===== src/rtl/sp_pkg.sv =====
package sp_pkg;
  localparam int SP_DW = 8;

  typedef enum logic [1:0] {
    MODE_FAST  = 2'b00,
    MODE_MID   = 2'b01,
    MODE_SLOW  = 2'b10,
    MODE_SLAVE = 2'b11
  } sp_mode_e;

  // field order equals bit position, MSB first
  typedef struct packed {
    logic     base_full;
    sp_mode_e mode;
    logic     en;
    logic     msb_first;
    logic     cs_en;
    logic     wcol;
    logic     done;
  } sp_ctrl_t;
endpackage


===== src/rtl/sp_clkgen.sv =====
module sp_clkgen #(
  parameter int DIV_MID  = 4,
  parameter int DIV_SLOW = 16
) (
  input  logic       clk,
  input  logic       rst_n,
  input  logic       run,
  input  logic       base_full,
  input  logic [1:0] mode,
  output logic       tick
);
  localparam int CW = $clog2(2 * DIV_SLOW) + 1;

  logic [CW-1:0] cnt_q, cnt_d, div, half;

  always_comb begin
    case (mode)
      2'b01:   div = CW'(DIV_MID);
      2'b10:   div = CW'(DIV_SLOW);
      default: div = CW'(1);
    endcase
    half = base_full ? div : (div << 1);
  end

  assign tick = run && (cnt_q == half - CW'(1));

  always_comb begin
    if (!run || tick) cnt_d = '0;
    else              cnt_d = cnt_q + CW'(1);
  end

  always_ff @(posedge clk or negedge rst_n) begin
    if (!rst_n) cnt_q <= '0;
    else        cnt_q <= cnt_d;
  end


  div_range_chk: assert property (@(posedge clk) disable iff (!rst_n)
    run |-> (cnt_q < half));
endmodule


===== src/rtl/sp_sync.sv =====
module sp_sync #(
  parameter int W      = 3,
  parameter int STAGES = 2
) (
  input  logic         clk,
  input  logic         rst_n,
  input  logic [W-1:0] din,
  output logic [W-1:0] dout
);
  logic [W-1:0] stg_q [STAGES];

  for (genvar s = 0; s < STAGES; s++) begin : g_stage
    always_ff @(posedge clk or negedge rst_n) begin
      if (!rst_n)      stg_q[s] <= '0;
      else if (s == 0) stg_q[s] <= din;
      else             stg_q[s] <= stg_q[(s > 0) ? s - 1 : 0];
    end
  end

  assign dout = stg_q[STAGES-1];
endmodule


===== src/rtl/sp_shifter.sv =====
module sp_shifter #(
  parameter int W = 8,
  localparam int CNTW = $clog2(W)
) (
  input  logic            clk,
  input  logic            rst_n,
  input  logic            clr,
  input  logic            load,
  input  logic [W-1:0]    load_data,
  input  logic            sample_en,
  input  logic            shift_en,
  input  logic            msb_first,
  input  logic            sdi_bit,
  output logic            sdo_bit,
  output logic [W-1:0]    next_byte,
  output logic            last,
  output logic [CNTW-1:0] cnt_o
);
  logic [W-1:0]    sr_q, sr_d;
  logic            smp_q, smp_d;
  logic [CNTW-1:0] cnt_q, cnt_d;

  assign next_byte = msb_first ? {sr_q[W-2:0], smp_q} : {smp_q, sr_q[W-1:1]};
  assign sdo_bit   = msb_first ? sr_q[W-1] : sr_q[0];
  assign last      = (cnt_q == CNTW'(W - 1));
  assign cnt_o     = cnt_q;

  always_comb begin
    sr_d  = sr_q;
    smp_d = smp_q;
    cnt_d = cnt_q;
    if (load)          sr_d = load_data;
    else if (shift_en) sr_d = next_byte;
    if (sample_en)     smp_d = sdi_bit;
    if (clr || load)   cnt_d = '0;
    else if (shift_en) cnt_d = last ? '0 : cnt_q + CNTW'(1);
  end

  always_ff @(posedge clk or negedge rst_n) begin
    if (!rst_n) begin
      sr_q  <= '0;
      smp_q <= 1'b0;
      cnt_q <= '0;
    end else begin
      sr_q  <= sr_d;
      smp_q <= smp_d;
      cnt_q <= cnt_d;
    end
  end
endmodule


===== src/rtl/serial_port_unit.sv =====
module serial_port_unit
  import sp_pkg::*;
#(
  parameter int DIV_MID     = 4,
  parameter int DIV_SLOW    = 16,
  parameter int SYNC_STAGES = 2
) (
  input  logic       clk,
  input  logic       rst_n,
  input  logic       bus_sel,
  input  logic       bus_wr,
  input  logic       bus_addr,
  input  logic [7:0] bus_wdata,
  output logic [7:0] bus_rdata,
  output logic       irq,
  output logic       sck_o,
  output logic       sck_oe,
  input  logic       sck_i,
  output logic       sdo_o,
  output logic       sdo_oe,
  input  logic       sdi_i,
  output logic       cs_o,
  output logic       cs_oe,
  input  logic       cs_i
);
  localparam int DW   = SP_DW;
  localparam int CNTW = $clog2(DW);

  sp_ctrl_t        ctrl_q, ctrl_d;
  logic            run_q, run_d, sck_q, sck_d, sck_prev_q;
  logic [DW-1:0]   rx_q, rx_d, next_byte;
  logic [CNTW-1:0] bit_cnt;
  logic            tick, sdo_bit, last;
  logic            sck_s, cs_s, sdi_s;
  logic            wr_ctrl, wr_data, is_master, is_slave, selected, xfer_busy;
  logic            load, start, m_rise, m_fall, s_rise, s_fall, shift_en, finish, clr;

  // bus decode and role
  assign wr_ctrl   = bus_sel && bus_wr && !bus_addr;
  assign wr_data   = bus_sel && bus_wr &&  bus_addr;
  assign is_master = ctrl_q.en && (ctrl_q.mode != MODE_SLAVE);
  assign is_slave  = ctrl_q.en && (ctrl_q.mode == MODE_SLAVE);
  assign selected  = !ctrl_q.cs_en || !cs_s;
  assign xfer_busy = run_q || (is_slave && (bit_cnt != '0));
  assign load      = wr_data && !xfer_busy;
  assign start     = load && is_master;

  // edge events in both roles
  assign m_rise   = is_master && run_q && tick && !sck_q;
  assign m_fall   = is_master && run_q && tick &&  sck_q;
  assign s_rise   = is_slave && selected &&  sck_s && !sck_prev_q;
  assign s_fall   = is_slave && selected && !sck_s &&  sck_prev_q;
  assign shift_en = m_fall || s_fall;
  assign finish   = shift_en && last;
  assign clr      = !ctrl_q.en || (is_slave && !selected);

  sp_clkgen #(.DIV_MID(DIV_MID), .DIV_SLOW(DIV_SLOW)) u_clk (
    .clk(clk), .rst_n(rst_n), .run(run_q), .base_full(ctrl_q.base_full),
    .mode(ctrl_q.mode), .tick(tick)
  );

  sp_sync #(.W(3), .STAGES(SYNC_STAGES)) u_sync (
    .clk(clk), .rst_n(rst_n), .din({sck_i, cs_i, sdi_i}), .dout({sck_s, cs_s, sdi_s})
  );

  sp_shifter #(.W(DW)) u_shift (
    .clk(clk), .rst_n(rst_n), .clr(clr), .load(load), .load_data(bus_wdata),
    .sample_en(m_rise || s_rise), .shift_en(shift_en), .msb_first(ctrl_q.msb_first),
    .sdi_bit(is_master ? sdi_i : sdi_s), .sdo_bit(sdo_bit), .next_byte(next_byte),
    .last(last), .cnt_o(bit_cnt)
  );

  // next state
  always_comb begin
    ctrl_d = ctrl_q;
    if (wr_ctrl)
      ctrl_d = sp_ctrl_t'({bus_wdata[7:2], ctrl_q.wcol & bus_wdata[1], ctrl_q.done & bus_wdata[0]});
    if (wr_data && xfer_busy) ctrl_d.wcol = 1'b1;
    if (finish)               ctrl_d.done = 1'b1;

    run_d = run_q;
    if (!is_master)  run_d = 1'b0;
    else if (start)  run_d = 1'b1;
    else if (finish) run_d = 1'b0;

    sck_d = sck_q;
    if (!is_master || !run_q) sck_d = 1'b0;
    else if (tick)            sck_d = !sck_q;

    rx_d = finish ? next_byte : rx_q;
  end

  // registers
  always_ff @(posedge clk or negedge rst_n) begin
    if (!rst_n) begin
      ctrl_q     <= '0;
      run_q      <= 1'b0;
      sck_q      <= 1'b0;
      sck_prev_q <= 1'b0;
      rx_q       <= '0;
    end else begin
      ctrl_q     <= ctrl_d;
      run_q      <= run_d;
      sck_q      <= sck_d;
      sck_prev_q <= sck_s;
      rx_q       <= rx_d;
    end
  end

  // outputs
  assign bus_rdata = bus_addr ? rx_q : ctrl_q;
  assign irq       = ctrl_q.done;
  assign sck_oe    = is_master;
  assign sck_o     = is_master && sck_q;
  assign sdo_oe    = is_master || (is_slave && selected);
  assign sdo_o     = (is_master && run_q) ? sdo_bit : (is_slave ? sdo_bit : 1'b0);
  assign cs_oe     = is_master && ctrl_q.cs_en;
  assign cs_o      = 1'b0;


  disabled_quiet_chk: assert property (@(posedge clk) disable iff (!rst_n)
    !ctrl_q.en |-> (!sck_oe && !sdo_oe && !cs_oe));

  cnt_clear_chk: assert property (@(posedge clk) disable iff (!rst_n)
    !ctrl_q.en |=> (bit_cnt == '0));

  idle_sck_low_chk: assert property (@(posedge clk) disable iff (!rst_n)
    (is_master && !run_q) |-> (!sck_o && !sdo_o));

  done_after_eight_chk: assert property (@(posedge clk) disable iff (!rst_n)
    $rose(ctrl_q.done) |-> ($past(bit_cnt) == CNTW'(DW - 1)));

  wcol_set_chk: assert property (@(posedge clk) disable iff (!rst_n)
    (wr_data && xfer_busy) |=> ctrl_q.wcol);

  slave_no_drive_chk: assert property (@(posedge clk) disable iff (!rst_n)
    is_slave |-> (!sck_oe && !cs_oe));
endmodule


===== config.mk =====
export PLATFORM = sky130hd
export DESIGN_NAME = serial_port_unit
export DESIGN_NICKNAME = d
export VERILOG_FILES = /design/src/rtl/sp_pkg.sv /design/src/rtl/sp_clkgen.sv /design/src/rtl/sp_sync.sv /design/src/rtl/sp_shifter.sv /design/src/rtl/serial_port_unit.sv
export SDC_FILE = /design/constraint.sdc
export NUM_CORES = 1
export LEC_CHECK = 0
export BUFFER_PORTS_ARGS = -buffer_cell sky130_fd_sc_hd__buf_2
export CORE_UTILIZATION = 57
export CTS_CLUSTER_DIAMETER = 80
export CTS_CLUSTER_SIZE = 8
export DETAILED_ROUTE_END_ITERATION = 6
export GPL_TIMING_DRIVEN = 0
export PLACE_DENSITY = 0.78
export SYNTH_ARGS = -nofsm -noshare
export SYNTH_HDL_FRONTEND = slang
export SYNTH_SLANG_ARGS = --single-unit

===== constraint.sdc =====
create_clock -name clk -period 3.3 [get_ports clk]
set_input_delay 0.495 -clock clk [delete_from_list [all_inputs] [get_ports clk]]
set_output_delay 0.495 -clock clk [all_outputs]
set_load 0.01 [all_outputs]

* Word level (Yosys, flattened, before mapping) *
Index checks and enable logic that the tools add are counted.

storage, ports and cells
  register bits after elaboration = 43
  logic and storage cells = 100
  output and inout port bits = 15

cells by class
  bitwise logic cells = 2
  equality and inequality tests = 7
  reduce and logical (&&, ||, !) cells = 49
  $add $sub $neg = 3
  muxes and demuxes = 22

operator list
  operator               number
  $mux W8                4
  $logic_and A1 B1 Y1    23
  $mux W6                2
  $logic_not A1 Y1       11
  $mux W1                11
  $pmux W5 S2            1
  $reduce_bool A2 Y1     5
  $logic_or A1 B1 Y1     9
  $mux W3                3
  $add A6 B1 Y6 const B  1
  $eq A6 B6 Y1           1
  $sub A6 B1 Y6 const B  1
  $eq A2 B2 Y1 const B   2
  $add A3 B1 Y3 const B  1
  $eq A3 B3 Y1 const B   1
  $ne A3 B1 Y1 const B   1
  $reduce_bool A3 Y1     1
  $and A1 B1 Y1          2
  $eq A2 B1 Y1 const B   1
  $mux W2                1
  $ne A2 B2 Y1 const B   1

* Logic depth before layout (Yosys ltp) *
Gate-level depths: netlist (run 1).

  depth after elaboration = 13
  gate-level depth with buffers = 9
  depth with buffers taken out = 8

* By module *
Synthesis (run 1) repeated with hierarchy kept, for this count alone.

unflattened totals
  cells, all modules = 208
  area, all modules = 2,479.9 µm²

by module, submodules not included
  module            area an instance (µm²)  cells each  times used
  serial_port_unit  1,014.7                 78          1
  sp_shifter        739.5                   61          1
  sp_clkgen         553.0                   60          1
  sp_sync           172.7                   9           1

* Worst setup path before layout (run 1) *
No wires, ideal clock.

  path type = register to register
  start point = register ctrl_q[5] (netlist name)
  end point = register rx_q[1]
  path slack = 0.823 ns
  cell stages (with the launch flop) = 8
  arrival = 2.352 ns
  path through = dfrtp_1 > inv_1 > ha_1 > or4_4 > o221a_1 > and4bb_4 > o21ai_4 > mux2_2

between the ends
  word-level cells in the longest chain between the ends = 10

RTL lines
  what                                                 line                     source
  start, declared                                      serial_port_unit.sv:29   sp_ctrl_t ctrl_q, ctrl_d;
  start signal, assigned                               serial_port_unit.sv:102  ctrl_q <= ctrl_d;
  $eq A2 B2 Y1 / $eq A2 B1 Y1 (equally long branches)  sp_clkgen.sv:17          case (mode)
  $pmux W5 S2                                          sp_clkgen.sv:17
  $mux W6                                              sp_clkgen.sv:22          half = base_full ? div : (div << 1);
  $sub A6 B1 Y6                                        sp_clkgen.sv:25          assign tick = run && (cnt_q == half - CW'(1));
  $eq A6 B6 Y1                                         sp_clkgen.sv:25
  $logic_and A1 B1 Y1                                  sp_clkgen.sv:25
  $logic_and A1 B1 Y1 (2 in a row)                     serial_port_unit.sv:50   assign m_fall = is_master && run_q && tick && sck_q;
  $logic_or A1 B1 Y1 (*)                               serial_port_unit.sv:53   assign shift_en = m_fall || s_fall;
  $logic_and A1 B1 Y1 (*)                              serial_port_unit.sv:54   assign finish = shift_en && last;
  end signal, assigned                                 serial_port_unit.sv:106  rx_q <= rx_d;
  end, declared                                        serial_port_unit.sv:31   logic [DW-1:0] rx_q, rx_d, next_byte;

Every way passes the cells marked *; elsewhere a longest branch is shown, timed or not.
A chain may end at the register's enable or synchronous reset.

* Final worst setup path (run 1) *
  start point = register ctrl_q[5] (netlist name)
  end point = register rx_q[4]

The elaborated chain is that of the path after synthesis.

==> results of run 1 <==
## sequential cells by signal, summed over array words and instances, names as in the netlist
name           count
sck_q              1
u_shift.smp_q      1
u_sync.dout        3
u_shift.sr_q       8
run_q              1
u_clk.cnt_q        6
ctrl_q             7
u_shift.cnt_o      3
u_sync.stg_q       3
rx_q               8
sck_prev_q         1
irq                1
## final timing paths
kind                                     to  cells past startpoint  slack [ps]
setup / recovery                    rx_q[4]                      7         530
hold / removal              u_sync.stg_q[5]                      1         300
setup reg to reg                    rx_q[4]                      7         530
hold reg to reg              u_sync.dout[1]                      0         350
max in group asynchronous  u_shift.cnt_o[0]                      1        2360
min in group asynchronous    u_clk.cnt_q[3]                      1         340
## cells by family after synthesis
logic type	after synthesis
compound gates	37
xor+xnor	7
fa+ha+maj	8
buf+inv	17
flops	43
mux	32
other cells	1
simple gates	63
## layout make-up
class	count	area, um^2
clock buffer	6	72.6
buffer	10	57.6
timing repair buffer	29	145
sequential	43	1080
multi-input combinational	148	1190
tap	48	60.1
inverter	7	26.3
clock inverter	1	30.0
fill	288	1140
## cell usage in the layout, fill, tap and decap left out, types with 4 or more instances in the layout
cell,netlist,layout
nor2_1,12,12
xor2_1,4,4
clkbuf_8,0,5
o21ai_0,11,11
nand3_1,4,4
ha_1,8,8
dfrtp_1,43,43
nor4b_1,8,8
mux2_2,26,26
buf_2,1,30
clkbuf_1,6,7
a221o_2,7,7
inv_1,6,6
nand2_1,18,18
mux2i_1,4,4
and2_1,4,4
## critical path, stage by stage, from the launching register on
cell	delay (ps)
dfrtp_1	410
inv_1	100
ha_1	360
or4_4	530
o221a_1	280
and4bb_4	240
o21ai_4	330
mux2_2	390
## power by group
group / switching [uW] / internal, uW
Combinational: 176 / 177
Sequential: 49.6 / 580
Clock: 173 / 222
## per-stage QoR
stage / util (%) / worst slack [ps] / instance area, um^2 / instances
after floorplan: - / 823 / 2350 / 208
after CTS: 69.9 / 510 / 2650 / 292
final: 69.9 / 531 / 2650 / 292
after global routing: 69.9 / 423 / 2650 / 292
after global placement: 67.2 / 556 / 2550 / 285
after detailed placement: 67.2 / 530 / 2550 / 285
## routing by layer
layer	vias up	routed length, um
met5	-	0
met4	0	84
met3	9	213
met2	51	2190
met1	828	2260
li1	833	-
==> summary.txt, run 1 <==
STA
  – Slew margin rel.: 35.9%
  – Final hold vios: 0
  – Hold Slack: between 200 and 300 ps
  – Max Clock Skew: about 3.1 ps
  – Total Negative Setup Slacks: 0 ps
  – Fin crit share: between 80% and 90%
  – Pins Over Slew Limit: 0
  – Fin crit period: ~2800 ps
  – Final setup viols: 0
  – RSZ-0062 raised after global routing: false
  – Fmax achieved: between 0.3 and 0.4 GHz
  – Tightest Pin Transition: a little under 1000 ps

Pwr
  – Final total power: approximately 1400 uW
  – Max VDD drop: 0.000299 V
  – P_leak: between 0.001 and 0.0015 uW
  – Power per cell area: about 520 nW/um^2

Hold path
  – Worst hold path startpoint: sck_i
  – HP Class: in2reg

Logic synthesis
  – Synth Area in Compound Gates: 13.0%
  – Ys flop type: dfrtp_1
  – Top cells by count, synth: dfrtp_1, mux2_2, nand2_1, nor2_1, o21ai_0
  – Yosys cell types: 50
  – Post-Synth Adder-Cell Area: about 4.3%
  – Seq cells post-synth: 43
  – Yosys top cell area share: about 46%
  – FFs w/ async S/R, synth: 100%
  – Syn_nets: 232
  – Most common cell in the netlist: dfrtp_1
  – Main combinational cell family by area after synthesis: simple AND/OR/NAND/NOR gates
  – Yosys top cell by area: dfrtp_1
  – Area contributors post-synth: dfrtp_1, mux2_2, ha_1, a221o_2, nor4b_1
  – EDFF count, synth: 0
  – Register area share after synthesis: a little under half
  – Post-synthesis xor/xnor area fraction: roughly 2.6%
  – Mapped Cells: 208
  – Post-Synth Simple-Gate Area: around 15%
  – Syn. warnings: 0
  – Avg Inst Size Synth: ~11 um^2
  – Post-Syn Area: roughly 2300 um^2
  – Mux share of post-synthesis cell area: about 15%

Floorplanning
  – Core Area: around 3800 um^2
  – Initial Utilization: 61.8%
  – Num rows: 22
  – I/O pin total: 31
  – Die Ht: 66.2 um
  – Die W: about 66 um
  – Die ar.: between 4000 and 5000 um^2

Detailed routing
  – Via count: 1721
  – Drt pass-1 iters: 4
  – Routed WL per cell: 16.3 um
  – Via density: 5.89
  – DRC viols: 0
  – DRT iter0 DRCs: 89
  – Final wirelength: about 4800 um
  – Remaining antenna violation count: 0

Run
  – Max-Cap Viols: 0

CTS
  – CTS tree: built
  – Clock slew at the register clock pins of the worst setup and hold paths: around 80 ps
  – H-tree depth: 2
  – Clock sink count: between 40 and 50
  – Setup bufs post-CTS: 0
  – Worst-Skew Late Latency: roughly 300 ps
  – Number of CTS-inserted buffers: 5
  – Largest buffer count on any clock path: 2
  – Clock root buffer: clkbuf_8
  – # hold bufs at CTS: 0
  – Number of instances resized during post-cts repair: 0

Placement
  – PortBufs: 29
  – HPWL after detailed placement: approximately 3500 um
  – GP Congestion: around 0.79

Global routing
  – GRT Resource Usage Total: approximately 25%
  – Initial antenna violation count: 0
  – Largest net degree at the start of global routing: between 40 and 50
  – Met2 usage: between 30% and 40%
  – M3 GR Usage: under 10%
  – First-pass GRT wire length: a little under 8000 um
  – Vias in the first global route: approximately 1700
  – Most used routing layer: met2
  – Met1 Use GR: between 30% and 40%
  – Remaining Overflow, GRT: 0

Worst setup path
  – CP arrival: ~3000 ps
  – CP startpoint kind: register
  – Crit path from: ctrl_q[5]
  – Critical Path End Type: register
  – Critical Path RT: 3490 ps
  – Setup CP Type: reg2reg
  – Worst R2R Start: ctrl_q[5]
  – Max FO, Critical Path: 9

Cells and area
  – Antenna cells: 0
  – Share of layout cells above drive strength 1: between 30% and 40%
  – Area growth syn-to-layout: 13.1%
  – Layout Nets: approximately 270

Status
  – Status: completed
No activity file was read; power rests on OpenSTA's default activity.
==> inputs of run 2 (changes only) <==
--- a/config.mk
+++ b/config.mk
@@ -6,12 +6,12 @@
 export NUM_CORES = 1
 export LEC_CHECK = 0
 export BUFFER_PORTS_ARGS = -buffer_cell sky130_fd_sc_hd__buf_2
-export CORE_UTILIZATION = 57
+export CORE_UTILIZATION = 52
 export CTS_CLUSTER_DIAMETER = 80
 export CTS_CLUSTER_SIZE = 8
 export DETAILED_ROUTE_END_ITERATION = 6
 export GPL_TIMING_DRIVEN = 0
-export PLACE_DENSITY = 0.78
+export PLACE_DENSITY = 0.75
 export SYNTH_ARGS = -nofsm -noshare
 export SYNTH_HDL_FRONTEND = slang
 export SYNTH_SLANG_ARGS = --single-unit
==> constraint.sdc (replaced) <==
create_clock -name clk -period 2.4 [get_ports clk]
set_input_delay 0.36 -clock clk [delete_from_list [all_inputs] [get_ports clk]]
set_output_delay 0.36 -clock clk [all_outputs]
set_load 0.01 [all_outputs]
==> run 2 against run 1 <==
  * The flow now finishes with violations (setup timing)
  * Utilization is 6.1 points lower
  * Setup slack worse by 670 ps
  * Non-clock buffer count is 4 higher
  * Die area is 9.3% higher
  * Combinational power is 57% higher
  * First-iteration DRC count is 9.0% lower
  * Clock skew is 3.6 ps higher
  * Flip-flop and latch count stayed put
  * Routed wire length is 2.1% higher
  * Global-route usage is 3.4 points lower
  * Cell count is 3.1% higher
  * Critical endpoint is now rx_q[2]
==> summary.txt, run 2 (synthesis results as in run 1) <==
Status
  – Status: complete, but fails checks (was completed)
  – Failing checks: setup timing

Placement
  – Cell Area, Placed: 2570 um^2 (was 2550 um^2)
  – HPWL after detailed placement: 3330 um (was 3490 um)
  – GP Congestion: 0.764 (was 0.787)
  – PortBufs: 29 (unchanged)

Floorplanning
  – Die ar.: 4780 um^2 (was 4380 um^2)
  – Initial Utilization: 53.9% (was 61.8%)
  – Num rows: 24 (was 22)
  – Die W: 69.2 um (was 66.2 um)
  – Core Area: 4350 um^2 (was 3800 um^2)
  – I/O pin total: 31 (unchanged)
  – Die Ht: 69.2 um (was 66.2 um)

Cells and area
  – Commonest non-fill, non-tap cells in the layout: dfrtp_1, buf_2, mux2_2, nand2_1 (was dfrtp_1, buf_2, mux2_2, nand2_1, nor2_1)
  – Largest registers: rx_q (8), u_shift.sr_q (8), ctrl_q (7) (unchanged)
  – Layout Nets: 272 (was 268)
  – Area growth syn-to-layout: 18.4% (was 13.1%)
  – Share of layout cells above drive strength 1: 39.8% (was 32.4%)
  – Final Util: 63.8% (was 69.9%)
  – Most common cell after layout, fill and taps aside: dfrtp_1 (unchanged)
  – Final Cell Area: 2780 um^2 (was 2650 um^2)
  – Antenna cells: 0 (unchanged)

Worst setup path
  – Worst reg-to-reg setup slack: -140 ps (was 530 ps)
  – Crit path buffers/inverters: 2 (was 1)
  – Worst R2R End: rx_q[2] (was rx_q[4])
  – FF-to-FF path depth: 8 (was 7)
  – CP startpoint kind: register (unchanged)
  – CP arrival: 2720 ps (was 2950 ps)
  – Crit path from: ctrl_q[5] (unchanged)
  – Crit path cell chain: inv_2 -> ha_4 -> or4_4 -> o221a_4 -> and4bb_4 -> o21ai_4 -> buf_12 -> mux2_2 (was inv_1 -> ha_1 -> or4_4 -> o221a_1 -> and4bb_4 -> o21ai_4 -> mux2_2)
  – Setup CP Type: reg2reg (unchanged)
  – Worst R2R Start: ctrl_q[5] (unchanged)
  – Worst path slowest cell: or4_4 (unchanged)
  – Critical Path End Type: register (unchanged)
  – Max FO, Critical Path: 9 (unchanged)
  – Critical Path RT: 2580 ps (was 3490 ps)
  – Crit-path max cell delay: 520 ps (was 530 ps)
  – CP delay by family, top: simple AND/OR/NAND/NOR gates (unchanged)

Hold path
  – HP Class: in2reg (unchanged)
  – Hold path endpoint: u_sync.stg_q[4] (was u_sync.stg_q[5])
  – Worst hold stages: 1 (unchanged)
  – Worst hold path startpoint: cs_i (was sck_i)

Pwr
  – NetSw: 563 uW (was 399 uW)
  – Pint: 1290 uW (was 979 uW)
  – Register share of total power: 46.7% (was 45.7%)
  – Clock share of power: 23.5% (was 28.7%)
  – Sw frac: 30.3% (was 29.0%)
  – Max VDD drop: 0.000449 V (was 0.000299 V)
  – Power per cell area: 669 nW/um^2 (was 519 nW/um^2)
  – Comb pwr share: 29.8% (was 25.6%)
  – P_leak: 0.00128 uW (was 0.00124 uW)

STA
  – RSZ-0062 raised after global routing: true (was false)
  – Tightest Pin Transition: 925 ps (was 962 ps)
  – Final hold vios: 0 (unchanged)
  – Pins Over Slew Limit: 0 (unchanged)
  – Fmax achieved: 0.394 GHz (was 0.361 GHz)
  – Fin crit share: 106% (was 83.9%)
  – Max Clock Skew: 6.71 ps (was 3.08 ps)
  – Final setup viols: 17 (was 0)
  – Slew margin rel.: 38.4% (was 35.9%)
  – Fin crit period: 2540 ps (was 2770 ps)
  – Final WS setup: -136 ps (was 531 ps)

Global routing
  – First-pass GRT wire length: 7860 um (was 7930 um)
  – GRT Resource Usage Total: 21.1% (was 24.5%)
  – Largest net degree at the start of global routing: 44 (unchanged)
  – Remaining Overflow, GRT: 0 (unchanged)
  – Vias in the first global route: 1601 (was 1663)
  – Initial antenna violation count: 0 (unchanged)

CTS
  – Clock root buffer: clkbuf_8 (unchanged)
  – Worst-Skew Late Latency: 290 ps (was 300 ps)
  – Largest buffer count on any clock path: 2 (unchanged)
  – CTS tree: built (unchanged)
  – Clock slew at the register clock pins of the worst setup and hold paths: 80 ps (about the same)
  – Clock sink count: 43 (unchanged)
  – H-tree depth: 2 (unchanged)
  – Number of CTS-inserted buffers: 5 (unchanged)

Detailed routing
  – Via density: 5.66 (was 5.89)
  – DRC viols: 0 (unchanged)
  – Remaining antenna violation count: 0 (unchanged)
  – Final wirelength: 4850 um (was 4750 um)
  – Routed WL per cell: 16.1 um (was 16.3 um)
  – Via count: 1704 (was 1721)
  – Drt pass-1 iters: 4 (unchanged)
  – DRT iter0 DRCs: 81 (was 89)

Run
  – Max-Cap Viols: 0 (unchanged)
==> run 2: cell count changes in the layout (fill, tap and decap cells not counted), sizes merged <==
cell    change
buf         +4
bufinv      -1
clkbuf      +1
clkinv      +1
==> run 2: final cells by class <==
cell class,instances,area [um^2]
timing repair buffer,33,188
sequential,43,1080
clock buffer,7,76.3
fill,353,1580
clock inverter,1,5.00
buffer,10,60.1
tap,52,65.1
inverter,7,26.3
multi-input combinational,148,1280
==> run 2: timing repair <==
item	4_1_cts	5_1_grt
hold buffers	0	0
setup endpoints to repair	19	20
buffers inserted	4	0
pin swaps	4	1
resized for setup	8	12
==> run 2: worst register-to-register path, delay by kind of cell (launching register included) <==
family / cells / cell delay, ps
compound gates: 2 / 420
simple gates: 2 / 750
fa+ha+maj: 1 / 220
buf+inv: 2 / 270
flops: 1 / 430
mux: 1 / 330
==> run 2: worst max-delay path by stage <==
stage                    endpoint  depth (start not counted)
floorplan                 rx_q[1]                          7
finish                    rx_q[2]                          8
global placement          rx_q[3]                          7
CTS                       rx_q[0]                          8
detailed placement  u_shift.smp_q                          8
global route              rx_q[1]                          8
==> run 2: through the flow <==
stage	cells	TNS, ps	total power (uW)	setup slack (ps)	hold slack [ps]
after global routing	301	-3230	1960	-220	158
after floorplan	208	-116	1230	-16.6	64.4
after CTS	301	-1620	1850	-128	168
after detailed placement	289	-2980	1370	-248	339
final	301	-1730	1860	-136	171
after global placement	289	-2480	1360	-223	332
==> run 2: power groups by stage <==
stage	Sequential, uW	Combinational (uW)	Clock, uW
3_5_place_dp	878	493	0
2_1_floorplan	854	371	0
5_1_grt	875	605	477
6_report	867	553	437
3_3_place_gp	876	484	0
4_1_cts	866	541	446
==> run 2: metal layers <==
metal | global-route usage [%] | part of all wire, % | vias to the layer above
met2 | 33.9 | 48 | 37
met1 | 28.8 | 46 | 814
li1 | - | - | 847
met4 | 6.12 | 1.3 | 0
met5 | 0 | 0 | -
met3 | 4.82 | 3.9 | 6
